$ cat config.mk
export PLATFORM = sky130hd
export DESIGN_NAME = dr_log_unit
export DESIGN_NICKNAME = d
export VERILOG_FILES = /design/src/rtl/dr_log_pkg.sv /design/src/rtl/dr_log_lead1.sv /design/src/rtl/dr_log_rom.sv /design/src/rtl/dr_log_step.sv /design/src/rtl/dr_log_unit.sv
export SDC_FILE = /design/constraint.sdc
export NUM_CORES = 1
export LEC_CHECK = 0
export BUFFER_PORTS_ARGS = -buffer_cell sky130_fd_sc_hd__buf_2
export CAP_MARGIN = 20
export CORE_ASPECT_RATIO = 0.75
export CORE_MARGIN = 3
export CORE_UTILIZATION = 60
export DETAILED_ROUTE_END_ITERATION = 16
export PLACE_DENSITY = 0.74
export SLEW_MARGIN = 5
export SYNTH_ARGS = -nofsm -noshare
export SYNTH_HDL_FRONTEND = slang
export SYNTH_SLANG_ARGS = --single-unit
$ cat constraint.sdc
create_clock -name clk_i -period 14.2 [get_ports clk_i]
set_input_delay 0.71 -clock clk_i [delete_from_list [all_inputs] [get_ports clk_i]]
set_output_delay 0.71 -clock clk_i [all_outputs]
set_load 0.02 [all_outputs]
$ cat src/rtl/dr_log_pkg.sv
package dr_log_pkg;
  timeunit 1ns;
  timeprecision 1ps;

  typedef enum logic [1:0] {
    ST_IDLE = 2'd0,
    ST_RUN  = 2'd1,
    ST_FIN  = 2'd2
  } dl_state_e;

  // Magnitude of ln(1 + 2^-j) (neg = 0) or -ln(1 - 2^-j) (neg = 1),
  // scaled by 2^frac and rounded. j = 0 with neg = 0 gives ln 2.
  function automatic int ln_mag(input int j, input bit neg, input int frac);
    real d;
    real v;
    d = 1.0 / (2.0 ** j);
    if (neg) v = -$ln(1.0 - d);
    else     v = $ln(1.0 + d);
    return $rtoi(v * (2.0 ** frac) + 0.5);
  endfunction

endpackage

$ cat src/rtl/dr_log_lead1.sv
module dr_log_lead1 #(
  parameter int W  = 16,
  parameter int PW = $clog2(W)
) (
  input  logic [W-1:0]  vec_i,
  output logic [PW-1:0] pos_o,
  output logic          none_o
);
  timeunit 1ns;
  timeprecision 1ps;

  // Highest set bit wins: scan upward, last hit overrides.
  always_comb begin
    pos_o  = '0;
    none_o = 1'b1;
    for (int i = 0; i < W; i++) begin
      if (vec_i[i]) begin
        pos_o  = PW'(i);
        none_o = 1'b0;
      end
    end
  end
endmodule

$ cat src/rtl/dr_log_rom.sv
module dr_log_rom
  import dr_log_pkg::*;
#(
  parameter int ITER  = 16,
  parameter int AF    = 20,
  parameter int OUT_W = 26,
  parameter int JW    = $clog2(ITER + 1)
) (
  input  logic [JW-1:0]    idx_i,
  input  logic             neg_i,
  output logic [OUT_W-1:0] mag_o
);
  timeunit 1ns;
  timeprecision 1ps;

  localparam int HALF = ITER / 2;

  logic [OUT_W-1:0] tab_p [1:HALF];
  logic [OUT_W-1:0] tab_n [1:HALF];

  for (genvar g = 1; g <= HALF; g++) begin : g_tab
    assign tab_p[g] = OUT_W'(ln_mag(g, 1'b0, AF));
    assign tab_n[g] = OUT_W'(ln_mag(g, 1'b1, AF));
  end

  // Exact constants in the first half, a plain 2^-j weight afterwards.
  always_comb begin
    mag_o = OUT_W'(1) << (AF - 32'(idx_i));
    for (int i = 1; i <= HALF; i++) begin
      if (idx_i == JW'(i)) mag_o = neg_i ? tab_n[i] : tab_p[i];
    end
  end
endmodule

$ cat src/rtl/dr_log_step.sv
module dr_log_step #(
  parameter int WF   = 20,
  parameter int RW   = WF + 4,
  parameter int ITER = 16,
  parameter int JW   = $clog2(ITER + 1)
) (
  input  logic signed [RW-1:0] w_i,
  input  logic [JW-1:0]        j_i,
  output logic signed [RW-1:0] w_o,
  output logic                 pos_o,
  output logic                 neg_o
);
  timeunit 1ns;
  timeprecision 1ps;

  localparam logic signed [RW-1:0] ONE =
    {{(RW-WF-1){1'b0}}, 1'b1, {WF{1'b0}}};

  // Residual estimate in units of 1/4 (floor).
  function automatic logic signed [RW-1:0] quarter_est(input logic signed [RW-1:0] w);
    return w >>> (WF - 2);
  endfunction

  // W' = 2 * (W - s + s * W * 2^-j)
  function automatic logic signed [RW-1:0] next_res(
    input logic signed [RW-1:0] w, input logic [JW-1:0] j,
    input logic p, input logic n);
    logic signed [RW-1:0] sh;
    logic signed [RW-1:0] s;
    sh = w >>> j;
    if (p)      s = w - ONE + sh;
    else if (n) s = w + ONE - sh;
    else        s = w;
    return s <<< 1;
  endfunction

  logic signed [RW-1:0] est;

  always_comb begin
    est   = quarter_est(w_i);
    pos_o = (est >= 0);
    neg_o = (est < -4);
    w_o   = next_res(w_i, j_i, pos_o, neg_o);
  end
endmodule

$ cat src/rtl/dr_log_unit.sv
module dr_log_unit
  import dr_log_pkg::*;
#(
  parameter int IN_W     = 16,
  parameter int IN_FRAC  = 8,
  parameter int ITER     = 16,
  parameter int RES_INT  = 6,
  parameter int RES_FRAC = 14,
  parameter int GUARD    = 6
) (
  input  logic                        clk_i,
  input  logic                        rst_ni,
  input  logic                        start_i,
  input  logic [IN_W-1:0]             operand_i,
  output logic                        busy_o,
  output logic                        done_o,
  output logic                        err_o,
  output logic [RES_INT+RES_FRAC-1:0] result_o
);
  timeunit 1ns;
  timeprecision 1ps;

  localparam int RES_W = RES_INT + RES_FRAC;
  localparam int AF    = RES_FRAC + GUARD;      // accumulator fraction bits
  localparam int ACC_W = RES_INT + AF;
  localparam int WF    = (ITER + 4 > IN_W) ? ITER + 4 : IN_W;
  localparam int RW    = WF + 4;                // sign + 3 integer bits
  localparam int JW    = $clog2(ITER + 1);
  localparam int PW    = $clog2(IN_W);
  localparam int KW    = $clog2(IN_W + IN_FRAC + 1) + 1;

  localparam logic signed [RW-1:0] ONE =
    {{(RW-WF-1){1'b0}}, 1'b1, {WF{1'b0}}};
  localparam logic signed [ACC_W-1:0] RND_HALF = ACC_W'(2 ** (GUARD - 1));
  localparam logic [RES_W-1:0] RES_MIN = {1'b1, {(RES_W-1){1'b0}}};

  dl_state_e               st_q;
  logic [JW-1:0]           j_q;
  logic signed [RW-1:0]    w_q;
  logic signed [ACC_W-1:0] y_q;
  logic signed [KW-1:0]    k_q;
  logic [RES_W-1:0]        res_q;
  logic                    err_q;
  logic                    done_q;

  // Named internal events, also watched by the checker.
  logic start_acc;
  logic run_w;
  logic dig_pos;
  logic dig_neg;
  assign start_acc = start_i && (st_q == ST_IDLE);
  assign run_w     = (st_q == ST_RUN);

  // Normalisation: leading one and mantissa in [0.5, 1).
  logic [PW-1:0]        lead_pos;
  logic                 lead_none;
  logic [IN_W-1:0]      mant;
  logic signed [RW-1:0] w_init;
  logic signed [KW-1:0] k_init;

  dr_log_lead1 #(.W(IN_W), .PW(PW)) lead_i (
    .vec_i (operand_i),
    .pos_o (lead_pos),
    .none_o(lead_none)
  );

  always_comb begin
    mant   = operand_i << (IN_W - 1 - 32'(lead_pos));
    // W1 = 2 * (1 - x), x = mant / 2^IN_W
    w_init = (ONE <<< 1) - $signed({3'b000, mant, {(WF-IN_W+1){1'b0}}});
    k_init = KW'(32'(lead_pos) + 1 - IN_FRAC);
  end

  // One recurrence step.
  logic signed [RW-1:0] w_next;

  dr_log_step #(.WF(WF), .RW(RW), .ITER(ITER), .JW(JW)) step_i (
    .w_i  (w_q),
    .j_i  (j_q),
    .w_o  (w_next),
    .pos_o(dig_pos),
    .neg_o(dig_neg)
  );

  // Constant for the current index, read once per iteration.
  logic [ACC_W-1:0]        rom_mag;
  logic signed [ACC_W-1:0] tab_s;
  logic signed [ACC_W-1:0] y_next;

  dr_log_rom #(.ITER(ITER), .AF(AF), .OUT_W(ACC_W), .JW(JW)) rom_i (
    .idx_i(j_q),
    .neg_i(dig_neg),
    .mag_o(rom_mag)
  );

  // y collects -ln(1 + s*2^-j).
  function automatic logic signed [ACC_W-1:0] acc_step(
    input logic signed [ACC_W-1:0] y, input logic signed [ACC_W-1:0] t,
    input logic p, input logic n);
    if (p)      return y - t;
    else if (n) return y + t;
    else        return y;
  endfunction

  assign tab_s  = $signed(rom_mag);
  assign y_next = acc_step(y_q, tab_s, dig_pos, dig_neg);

  // Final correction k * ln 2 and rounding to RES_FRAC bits.
  logic signed [ACC_W-1:0] ln2_c;
  logic signed [ACC_W-1:0] k_ext;
  logic signed [ACC_W-1:0] sum_fin;
  logic signed [ACC_W-1:0] rnd;
  logic [RES_W-1:0]        res_next;

  assign ln2_c = ACC_W'(ln_mag(0, 1'b0, AF));

  always_comb begin
    k_ext    = {{(ACC_W-KW){k_q[KW-1]}}, k_q};
    sum_fin  = y_q + k_ext * ln2_c;
    rnd      = sum_fin + RND_HALF;
    res_next = RES_W'(rnd >>> GUARD);
  end

  always_ff @(posedge clk_i or negedge rst_ni) begin
    if (!rst_ni) begin
      st_q   <= ST_IDLE;
      j_q    <= '0;
      w_q    <= '0;
      y_q    <= '0;
      k_q    <= '0;
      res_q  <= '0;
      err_q  <= 1'b0;
      done_q <= 1'b0;
    end else begin
      done_q <= 1'b0;
      unique case (st_q)
        ST_IDLE: begin
          if (start_i) begin
            if (lead_none) begin
              res_q  <= RES_MIN;
              err_q  <= 1'b1;
              done_q <= 1'b1;
            end else begin
              w_q  <= w_init;
              y_q  <= '0;
              k_q  <= k_init;
              j_q  <= JW'(1);
              st_q <= ST_RUN;
            end
          end
        end
        ST_RUN: begin
          w_q <= w_next;
          y_q <= y_next;
          if (j_q == JW'(ITER)) st_q <= ST_FIN;
          else                  j_q  <= j_q + JW'(1);
        end
        ST_FIN: begin
          res_q  <= res_next;
          err_q  <= 1'b0;
          done_q <= 1'b1;
          st_q   <= ST_IDLE;
        end
        default: st_q <= ST_IDLE;
      endcase
    end
  end

  assign busy_o   = (st_q != ST_IDLE);
  assign done_o   = done_q;
  assign err_o    = err_q;
  assign result_o = res_q;

endmodule

==> out/metrics.csv <==
stage;metric;value;unit
global_routing;met3 Track Usage GR;5.595;%
global_routing;M1 GR Usage;45.45;%
critical_path;Buf/Inv on CP;2;
cts;Root Buffer;clkbuf_16;
detailed_routing;iteration-0 DRC count of the detailed router;1011;
final_layout;register area;0.002105;mm2
detailed_routing;total number of vias;13298;
cts;Sink Count;84;
floorplan;total core area;0.02241;mm2
critical_path;slowest library cell on the worst path;dfrtp_2;
detailed_routing;DR vias/cell;6.603;
timing;Slew Limit Fails;0;
global_routing;largest net degree at the start of global routing;67;
global_routing;global route overflow;0;
cts;H-tree Lvls;3;
floorplan;die extent in y;137.8;um
timing;Fin Setup TNS;0;ns
critical_path;crit path launch;j_q[0];
floorplan;Die ar.;0.02504;mm2
timing;worst-margin pin slew;1.044;ns
cts;CTS tree;yes;
critical_path;cell mode on critical path;a21oi_1;
timing;Rel. slew slack;28.58;%
global_routing;vias in the first global route;12234;
floorplan;starting density of the core;62.02;%
synth;syn_nets;1979;
synth;synth warn;0;
critical_path;WP data required;14.50;ns
final_layout;most common cell after layout, fill and taps aside;ha_1;
detailed_routing;Wirelength per Cell;19.89;um
critical_path;R2R depth;24;
critical_path;CP top delay family;compound AO/OA/AOI/OAI gates;
final_layout;synthesis-to-layout area growth;4.466;%
floorplan;FP Rows;47;
synth;flops & latches, synth;84;
cts;Worst-Skew Late Latency;0.37;ns
critical_path;WP data arrival;7.41;ns
timing;final hold violation count;0;
final_layout;area taken by multi-input logic gates;0.01090;mm2
run;Max Cap Viol;0;
global_routing;first-pass GRT wire length;64340;um
critical_path;Max Fanout on Critical Path;43;
cts;cts repair resizes;0;
synth;Post-synth EDFFs;0;
detailed_routing;DRC errors left;0;
synth;mean post-synth cell area;7.986;um2
final_layout;Inserted Diodes;0;
timing;final worst-path cycle share;50.13;%
critical_path;Crit Path Category;flop to flop;
detailed_routing;WL final;40060;um
global_routing;busiest grt layer;met2;
worst_hold_path;HP Class;input port to async pin;
floorplan;Top-Level Pins;42;
timing;Max Clock Freq;0.1405;GHz
timing;clock skew;0.01537;ns
timing;final setup fails;0;
critical_path;crit-path cells;inv_1 > ha_1 > buf_4 > and4bb_1 > a21oi_2 > and2_1 > o21ai_1 > o32ai_2 > nand4_1 > or3b_4 > o21ai_0 > a21oi_1 > ha_1 > nand2_1 > o21ai_0 > nor3_1 > a211oi_1 > a41oi_1 > a211oi_1 > a21o_1 > a21oi_1 > or3b_2 > a21oi_1 > a221o_1;
place;number of buffers inserted by port buffering;41;
cts;clock-pin slew of the registers on the worst-case setup and hold paths;0.08;ns
final_layout;fraction of layout cells with a size suffix above 1;9.070;%
place;GP Congestion;0.9738;
critical_path;Levels on crit path;24;
timing;Tmin final;7.119;ns
global_routing;met2 Use GR;49.15;%
final_layout;fin nets;1954;
synth;main flop type after synthesis;dfrtp_1;
synth;ys async rst share;100.0;%
final_layout;Fillers;1991;
synth;post-synthesis sequential area ratio;15.13;%
critical_path;Setup crit start kind;flop;
final_layout;most frequent cells in the layout;187 x ha_1, 156 x nand2_1, 147 x o21ai_0, 130 x a21oi_1, 117 x inv_1;
critical_path;nature of the critical path endpoint;flop;
cts;Max Buffers Root-to-Sink;2;
timing;RSZ-0062 raised after global routing;false;
cts;CTS Hold Bufs;0;
synth;mapped cell area;0.01390;mm2
status;status;finished, final reports clean;
synth;count of unique library cells instantiated by Yosys;103;
place;dpl hpwl;30580;um
critical_path;reg2reg start;j_q[0];
detailed_routing;final antenna-violating net count;0;
cts;Post CTS Setup Buffer Count;0;
synth;Synth Instances;1740;
detailed_routing;DRT Pass-1 Iters;5;
critical_path;max incr delay on CP;0.99;ns
floorplan;Die Width;181.7;um
cts;Num CTS Buffers;9;
global_routing;initial antenna violation count;0;
global_routing;GRT Total Usage;31.60;%
## area by class of cell
| class | count | area share [%] |
|---|---|---|
| multi-input cells | 1438 | 75.10 |
| repair buffers | 59 | 2.413 |
| flip-flops and latches | 84 | 14.50 |
| well taps | 294 | 2.534 |
| clock buffers | 9 | 1.551 |
| clock inverters | 7 | 0.7240 |
| inverters | 123 | 3.180 |
## per-stage QoR
| stage | instance area, um2 | hold slack (ns) | utilization [%] | cells | setup slack (ns) |
|---|---|---|---|---|---|
| floorplan | 13900 | 0.4144 | - | 1740 | 8.509 |
| global placement | 14160 | 0.4629 | 63.22 | 1996 | 7.500 |
| detailed placement | 14160 | 0.4693 | 63.22 | 1996 | 7.253 |
| CTS | 14490 | 0.3417 | 64.69 | 2012 | 7.194 |
| global route | 14520 | 0.3671 | 64.79 | 2014 | 6.427 |
| finish | 14520 | 0.3324 | 64.79 | 2014 | 7.081 |
## per-layer routing
layer	up-vias	part of all wire, %
li1	6313	-
met2	532	44
met3	66	7.4
met4	0	1.7
met1	6387	47
met5	-	0
## kinds of logic after synthesis
logic type / after synthesis / share of synthesized area [%]
XOR/XNOR: 106 / 6.735
buffers and inverters: 218 / 6.537
AO/OA/AOI/OAI: 572 / 27.44
multiplexers: 46 / 4.754
adder cells (fa/ha/maj): 220 / 21.59
flip-flops: 84 / 15.13
AND/OR/NAND/NOR: 494 / 17.81
## synthesized netlist by cell type, types with 8 or more instances
library cell  count  area share, %
a211o_1          11           0.69
o31ai_1          17           0.92
nand4_1          10           0.45
inv_1           117            3.2
or3_1            16           0.72
a22oi_1          10           0.54
nand2_1         156            4.2
and3_1           10           0.45
mux2_2            9           0.73
buf_2            21           0.76
xor2_1           43            2.7
a31oi_1          20           0.90
a211oi_1         26            1.4
nand3_1          40            1.4
buf_1            10           0.27
nor3b_1           9           0.49
o21bai_1          8           0.43
nor2b_1          17           0.77
mux2i_1          21            1.5
o211ai_1         25            1.4
o21ai_0         147            5.3
nor2_1          103            2.8
dfrtp_1          84             15
o21a_1           29            1.6
xnor2_1          62            3.9
clkbuf_1         54            1.5
a22o_1           23            1.4
ha_1            187             17
nand2b_1         31            1.4
nor3_1           36            1.3
or2_2            10           0.45
fa_1             33            4.8
mux4_2           15            2.4
a21oi_1         130            4.7
nor4_1           10           0.45
and2_1            8           0.36
a21o_1           25            1.4
## sequential cells by signal, summed over array words and instances, names as in the netlist
register  flops
y_q          26
result_o     20
k_q           6
w_q          23
done_o        1
st_q          2
j_q           5
err_o         1
## final timing paths
| kind | to | slack [ns] |
|---|---|---|
| setup / recovery | y_q[22] | 7.08 |
| hold / removal | result_o[0] | 0.33 |
| setup reg to reg | y_q[22] | 7.08 |
| hold reg to reg | result_o[12] | 0.48 |
| max in group asynchronous | w_q[23] | 12.85 |
| min in group clk_i | result_o[12] | 0.48 |
Power is not shown: default switching activity piles up to over one toggle a cycle in this logic, so the estimate is an artifact.
